===== config.mk =====
export PLATFORM = sky130hd
export DESIGN_NAME = mac_unit
export DESIGN_NICKNAME = d
export VERILOG_FILES = /design/src/rtl/mac_pkg.sv /design/src/rtl/mac_operand_ext.sv /design/src/rtl/mac_mult.sv /design/src/rtl/mac_seq.sv /design/src/rtl/mac_acc.sv /design/src/rtl/mac_unit.sv
export SDC_FILE = /design/constraint.sdc
export NUM_CORES = 2
export LEC_CHECK = 0
export ABC_CLOCK_PERIOD_IN_PS = 7800
export CAP_MARGIN = 5
export CORE_MARGIN = 2
export CORE_UTILIZATION = 58
export DETAILED_ROUTE_END_ITERATION = 8
export GPL_TIMING_DRIVEN = 0
export PLACE_DENSITY_LB_ADDON = 0.05
export SKIP_CTS_REPAIR_TIMING = 1
export SLEW_MARGIN = 20
export SYNTH_ARGS = -nofsm -noshare
export SYNTH_HDL_FRONTEND = slang
export SYNTH_SLANG_ARGS = --single-unit

===== constraint.sdc =====
create_clock -name clk_i -period 7.8 [get_ports clk_i]
set_input_delay 0.78 -clock clk_i [delete_from_list [all_inputs] [get_ports clk_i]]
set_output_delay 0.78 -clock clk_i [all_outputs]
set_load 0.05 [all_outputs]

===== src/rtl/mac_pkg.sv =====
package mac_pkg;
  typedef enum logic [1:0] {
    OP_MUL16 = 2'b00,
    OP_MAC16 = 2'b01,
    OP_MUL32 = 2'b10,
    OP_MAC32 = 2'b11
  } mac_op_e;
endpackage


===== src/rtl/mac_operand_ext.sv =====
module mac_operand_ext #(
  parameter int unsigned DATA_W = 32,
  parameter int unsigned HALF_W = 16
) (
  input  logic [DATA_W-1:0] val_i,
  input  logic              wide_i,
  input  logic              signed_i,
  output logic [DATA_W:0]   ext_o
);
  localparam int unsigned PAD_W = DATA_W - HALF_W + 1;

  always_comb begin
    if (wide_i) ext_o = {signed_i & val_i[DATA_W-1], val_i};
    else        ext_o = {{PAD_W{signed_i & val_i[HALF_W-1]}}, val_i[HALF_W-1:0]};
  end
endmodule


===== src/rtl/mac_mult.sv =====
module mac_mult #(
  parameter int unsigned DATA_W = 32,
  localparam int unsigned ACC_W = 2 * DATA_W
) (
  input  logic             clk_i,
  input  logic             rst_ni,
  input  logic             load_i,
  input  logic [DATA_W:0]  a_i,
  input  logic [DATA_W:0]  b_i,
  output logic [ACC_W-1:0] prod_o
);
  logic [ACC_W-1:0] prod_d;

  // both operands carry an explicit extension bit, so a signed multiply covers both modes
  assign prod_d = ACC_W'($signed(a_i) * $signed(b_i));

  always_ff @(posedge clk_i or negedge rst_ni) begin
    if (!rst_ni)     prod_o <= '0;
    else if (load_i) prod_o <= prod_d;
  end
endmodule


===== src/rtl/mac_seq.sv =====
module mac_seq
  import mac_pkg::*;
#(
  parameter int unsigned LAT_MUL16 = 1,
  parameter int unsigned LAT_MAC16 = 2,
  parameter int unsigned LAT_MUL32 = 2,
  parameter int unsigned LAT_MAC32 = 3
) (
  input  logic    clk_i,
  input  logic    rst_ni,
  input  logic    start_i,
  input  mac_op_e op_i,
  output logic    load_o,
  output logic    busy_o,
  output logic    wb_o,
  output mac_op_e op_o
);
  localparam int unsigned MAX_A   = (LAT_MUL16 > LAT_MAC16) ? LAT_MUL16 : LAT_MAC16;
  localparam int unsigned MAX_B   = (LAT_MUL32 > LAT_MAC32) ? LAT_MUL32 : LAT_MAC32;
  localparam int unsigned LAT_MAX = (MAX_A > MAX_B) ? MAX_A : MAX_B;
  localparam int unsigned CNT_W   = (LAT_MAX > 1) ? $clog2(LAT_MAX) : 1;

  logic [CNT_W-1:0] cnt_q;
  logic             busy_q;
  mac_op_e          op_q;

  function automatic logic [CNT_W-1:0] cycles_left(mac_op_e op);
    case (op)
      OP_MUL16: return CNT_W'(LAT_MUL16 - 1);
      OP_MAC16: return CNT_W'(LAT_MAC16 - 1);
      OP_MUL32: return CNT_W'(LAT_MUL32 - 1);
      default:  return CNT_W'(LAT_MAC32 - 1);
    endcase
  endfunction

  assign load_o = start_i & ~busy_q;
  assign wb_o   = busy_q & (cnt_q == '0);
  assign busy_o = busy_q;
  assign op_o   = op_q;

  always_ff @(posedge clk_i or negedge rst_ni) begin
    if (!rst_ni) begin
      busy_q <= 1'b0;
      cnt_q  <= '0;
      op_q   <= OP_MUL16;
    end else if (load_o) begin
      busy_q <= 1'b1;
      cnt_q  <= cycles_left(op_i);
      op_q   <= op_i;
    end else if (wb_o) begin
      busy_q <= 1'b0;
    end else if (busy_q) begin
      cnt_q  <= cnt_q - 1'b1;
    end
  end
endmodule


===== src/rtl/mac_acc.sv =====
module mac_acc
  import mac_pkg::*;
#(
  parameter int unsigned DATA_W = 32,
  localparam int unsigned ACC_W = 2 * DATA_W
) (
  input  logic             clk_i,
  input  logic             rst_ni,
  input  logic             clr_i,
  input  logic             wb_i,
  input  mac_op_e          op_i,
  input  logic [ACC_W-1:0] prod_i,
  output logic [ACC_W-1:0] acc_o
);
  logic [ACC_W-1:0] acc_q;

  always_ff @(posedge clk_i or negedge rst_ni) begin
    if (!rst_ni) begin
      acc_q <= '0;
    end else if (clr_i) begin
      acc_q <= '0;              // clear beats a coincident write-back
    end else if (wb_i) begin
      case (op_i)
        OP_MUL16: acc_q[DATA_W-1:0] <= prod_i[DATA_W-1:0];
        OP_MUL32: acc_q             <= prod_i;
        default:  acc_q             <= acc_q + prod_i;
      endcase
    end
  end

  assign acc_o = acc_q;
endmodule


===== src/rtl/mac_unit.sv =====
module mac_unit
  import mac_pkg::*;
#(
  parameter int unsigned DATA_W    = 32,
  parameter int unsigned HALF_W    = 16,
  parameter int unsigned LAT_MUL16 = 1,
  parameter int unsigned LAT_MAC16 = 2,
  parameter int unsigned LAT_MUL32 = 2,
  parameter int unsigned LAT_MAC32 = 3
) (
  input  logic              clk_i,
  input  logic              rst_ni,
  input  logic              start_i,
  input  logic [1:0]        op_i,
  input  logic              signed_i,
  input  logic [DATA_W-1:0] opa_i,
  input  logic [DATA_W-1:0] opb_i,
  input  logic              clr_i,
  output logic              busy_o,
  output logic              done_o,
  output logic [DATA_W-1:0] acc_hi_o,
  output logic [DATA_W-1:0] acc_lo_o
);
  localparam int unsigned ACC_W = 2 * DATA_W;
  localparam int unsigned N_OPS = 2;

  mac_op_e          op_in, op_run;
  logic             load, wb, wide;
  logic [DATA_W-1:0] opnd [N_OPS];
  logic [DATA_W:0]   ext  [N_OPS];
  logic [ACC_W-1:0]  prod, acc;
  logic              done_q;

  assign op_in   = mac_op_e'(op_i);
  assign wide    = (op_in == OP_MUL32) || (op_in == OP_MAC32);
  assign opnd[0] = opa_i;
  assign opnd[1] = opb_i;

  for (genvar g = 0; g < N_OPS; g++) begin : g_ext
    mac_operand_ext #(.DATA_W(DATA_W), .HALF_W(HALF_W)) u_ext (
      .val_i    (opnd[g]),
      .wide_i   (wide),
      .signed_i (signed_i),
      .ext_o    (ext[g])
    );
  end

  mac_seq #(
    .LAT_MUL16(LAT_MUL16), .LAT_MAC16(LAT_MAC16),
    .LAT_MUL32(LAT_MUL32), .LAT_MAC32(LAT_MAC32)
  ) u_seq (
    .clk_i   (clk_i),
    .rst_ni  (rst_ni),
    .start_i (start_i),
    .op_i    (op_in),
    .load_o  (load),
    .busy_o  (busy_o),
    .wb_o    (wb),
    .op_o    (op_run)
  );

  mac_mult #(.DATA_W(DATA_W)) u_mult (
    .clk_i  (clk_i),
    .rst_ni (rst_ni),
    .load_i (load),
    .a_i    (ext[0]),
    .b_i    (ext[1]),
    .prod_o (prod)
  );

  mac_acc #(.DATA_W(DATA_W)) u_acc (
    .clk_i  (clk_i),
    .rst_ni (rst_ni),
    .clr_i  (clr_i),
    .wb_i   (wb),
    .op_i   (op_run),
    .prod_i (prod),
    .acc_o  (acc)
  );

  always_ff @(posedge clk_i or negedge rst_ni) begin
    if (!rst_ni) done_q <= 1'b0;
    else         done_q <= wb;
  end

  assign done_o   = done_q;
  assign acc_hi_o = acc[ACC_W-1:DATA_W];
  assign acc_lo_o = acc[DATA_W-1:0];
endmodule


==> summary.md <==
| Metric | Value |
|---|---|
| Run status | `finished, violations left` |
| Failing checks | `setup timing` |
| Combined global-route utilization of all metal layers | `40.2%` |
| Number of I/O port buffers | `135` |
| Main synth FF type | `sky130_fd_sc_hd__dfrtp_1` |
| Number of failing hold endpoints at the final stage | `0` |
| Half-perimeter wire length of the detailed placement result | `138000 um` |
| Proportion of register bits with asynchronous set or reset after synthesis | `100%` |
| CP peak stage delay | `610 ps` |
| Kind of capture point of the worst setup path | `register` |
| Compound-cell area share of the yosys netlist | `8.54%` |
| Mean cell area of the mapped netlist | `8.99 um^2` |
| Post-synthesis cell type with the largest combined area | `sky130_fd_sc_hd__fa_1` |
| Largest net degree at the start of global routing | `72` |
| Distinct cell type count after synthesis | `between 70 and 80` |
| Final wirelength | `roughly 170000 um` |
| Final Cycle Share | `115%` |
| Final cell utilization of the core | `between 60% and 70%` |
| Routed via count divided by cell count | `5.89` |
| Final Max Slew Viols | `0` |
| Reg clk slew, reported paths | `60 ps` |
| Maximum Capacitance Violations | `0` |
| Leading cell types by count after synthesis | `sky130_fd_sc_hd__fa_1, sky130_fd_sc_hd__inv_1, sky130_fd_sc_hd__nand2_1` |
| RePlAce Congestion | `1.04` |
| Latest clock arrival within the worst-skew pair | `about 450 ps` |
| Setup Crit Path Kind | `input port to register` |
| Row Count | `about 100` |
| Hold WS | `273 ps` |
| Clock Sinks | `134` |
| Worst path buffer plus inverter count | `7` |
| Arrival time at the worst endpoint | `9250 ps` |
| Count of vias placed by the detailed router | `38500` |
| Area enclosed by the die boundary | `roughly 83000 um^2` |
| Count of unresolved DRC violations after routing | `0` |
| Area share of the largest cell type after synthesis | `48.1%` |
| Number of warning messages in the yosys log | `0` |
| Clock tree from TritonCTS | `yes` |
| Setup violation total in the final timing report | `38` |
| Residual antenna-violating net count after detailed routing | `0` |
| Xor and xnor area share after synthesis | `2.49%` |
| Most numerous cell in the Yosys netlist | `sky130_fd_sc_hd__fa_1` |
| Path class of the lowest-slack min-delay path | `input port to async pin` |
| F_max | `111 MHz` |
| Combinational family with the most area after synthesis | `adder cells` |
| Count of non-filler cells in the finished layout | `6539` |
| Critical path peak fanout | `10` |
| Simple logic cell fraction of the synthesized area | `roughly 15%` |
| Effective utilization at floorplan | `58.4%` |
| Net count, final | `about 6900` |
| Vias in the first global route | `slightly below 40000` |
| First-pass GRT wire length | `241000 um` |
| Cell area after synthesis | `~47000 um^2` |
| CP required | `slightly above 8000 ps` |
| Min Clock Period, post-route | `8990 ps` |
| Dominant delay contributor by cell family on the critical path | `adder cells` |
| CTS Root Buffer Type | `sky130_fd_sc_hd__clkbuf_16` |
| Crit-path slowest cell | `sky130_fd_sc_hd__fa_2` |
| Ports placed on the boundary | `137` |
| Fillers | `between 6000 and 7000` |
| Residual overflow from global routing | `0` |
| WL/cell | `~26 um` |
| Overall die height | `288 um` |
| Slew at the pin with the worst max-slew slack | `approximately 1300 ps` |
| Worst slew margin | `about an eighth` |
| Synthesized net count | `6687` |
| Initial antenna violation count | `20` |
| Worst-case clock skew | `17.7 ps` |
| Setup repair after global routing missed its margin | `yes` |
| Adder and majority cell fraction of the synthesized area | `55.5%` |
| Most prevalent standard cell on the critical path | `sky130_fd_sc_hd__fa_1` |
| Ranking of synthesized cells by area | `sky130_fd_sc_hd__fa_1, sky130_fd_sc_hd__inv_1, sky130_fd_sc_hd__ha_1, sky130_fd_sc_hd__dfrtp_1, sky130_fd_sc_hd__nand2_1` |
| Register bit total from synthesis | `134` |
| Number of flops mapped to enable cells by yosys | `0` |
| Share of final-layout standard cells stronger than drive strength 1 | `9.95%` |
| # H-tree levels | `4` |
| Buffer levels on the longest clock path | `2` |
| Pre-CTS setup slack | `-3650 ps` |
| Detailed router's first-iteration violation count | `3455` |
| Gate Count Post-Synth | `between 5000 and 6000` |
| First-pass iteration count of the detailed router | `6` |
| Syn-to-layout area delta | `13.5%` |
| Core region area | `80300 um^2` |
| Startpoint Class | `input port` |
| Worst setup slack after layout | `-1190 ps` |
| Multiplexer share of the synthesized area | `0.363%` |
| CTS buffer count | `17` |
| Die Wd | `approximately 290 um` |
| Placed cell count | `6408` |
| Part of the Yosys area used for sequential elements | `7.15%` |
[sequential cells by signal, summed over array words and instances, names as in the netlist]
register       count
u_seq.busy_o       1
u_mult.prod_o     64
done_o             1
u_seq.cnt_q        2
u_seq.op_o         2
u_acc.acc_o       64
[worst register-to-register path, delay by kind of cell (launching register included)]
kind            cells  cell delay [ps]
compound gates      8             2410
fa+ha+maj           2              650
simple gates        3              530
flops               1              430
xor+xnor            1              150
buf+inv             1               70
[final timing paths]
| kind | from | to | slack (ps) | cells after the start |
|---|---|---|---|---|
| max in group asynchronous | rst_ni | u_mult.prod_o[7]$_DFFE_PN0P_ | 6750 | 2 |
| hold / removal | rst_ni | u_mult.prod_o[56]$_DFFE_PN0P_ | 270 | 1 |
| hold reg to reg | u_mult.prod_o[10]$_DFFE_PN0P_ | u_mult.prod_o[10]$_DFFE_PN0P_ | 520 | 2 |
| min in group clk_i | u_mult.prod_o[10]$_DFFE_PN0P_ | u_mult.prod_o[10]$_DFFE_PN0P_ | 520 | 2 |
| setup / recovery | opb_i[15] | u_mult.prod_o[63]$_DFFE_PN0P_ | -1190 | 31 |
| setup reg to reg | u_acc.acc_o[0]$_DFFE_PN0P_ | u_acc.acc_o[58]$_DFFE_PN0P_ | 3430 | 15 |
[stage by stage]
step	area (um^2)	setup TNS, ps
floorplan	47700	-10210
global placement	50400	-113180
detailed placement	50400	-115040
CTS	51000	-93400
global route	53200	-30170
finish	53200	-24750
[per-layer routing]
layer  part of all wire, %  GRT usage, %
met1                    36          50.4
met5                  0.11          1.31
met4                   8.6          27.0
met2                    45          61.5
met3                    11          10.6
[final cells by class]
cell class	instances	area (um^2)	share of cell area [%]
diodes	14	35.0	0.0658
flip-flops and latches	134	3350	6.30
plain buffers	255	1760	3.30
clock inverters	13	135	0.254
clock buffers	19	443	0.832
inverters	1082	4080	7.67
well taps	1060	1330	2.49
multi-input cells	3733	39700	74.7
repair buffers	229	2350	4.42
[cell usage in the layout (no fill, tap or decap), drive strengths merged, types with 123 or more instances in the layout]
cell type,instances
and2,366
buf,157
o21ai,191
nand2,785
clkdlybuf4s50,123
nor2,247
clkbuf,216
ha,278
dfrtp,134
a21oi,136
fa,1126
inv,1087
[kinds of logic (layout without fill, tap and decap cells)]
| family | count (synthesis) | after routing |
|---|---|---|
| compound gates | 626 | 629 |
| flops | 134 | 134 |
| simple gates | 1550 | 1550 |
| buf+inv | 1348 | 1598 |
| xor+xnor | 133 | 133 |
| mux | 17 | 17 |
| fa+ha+maj | 1404 | 1404 |
| other cells | 0 | 14 |
Power is not shown: default switching activity piles up to over one toggle a cycle in this logic, so the estimate is an artifact.
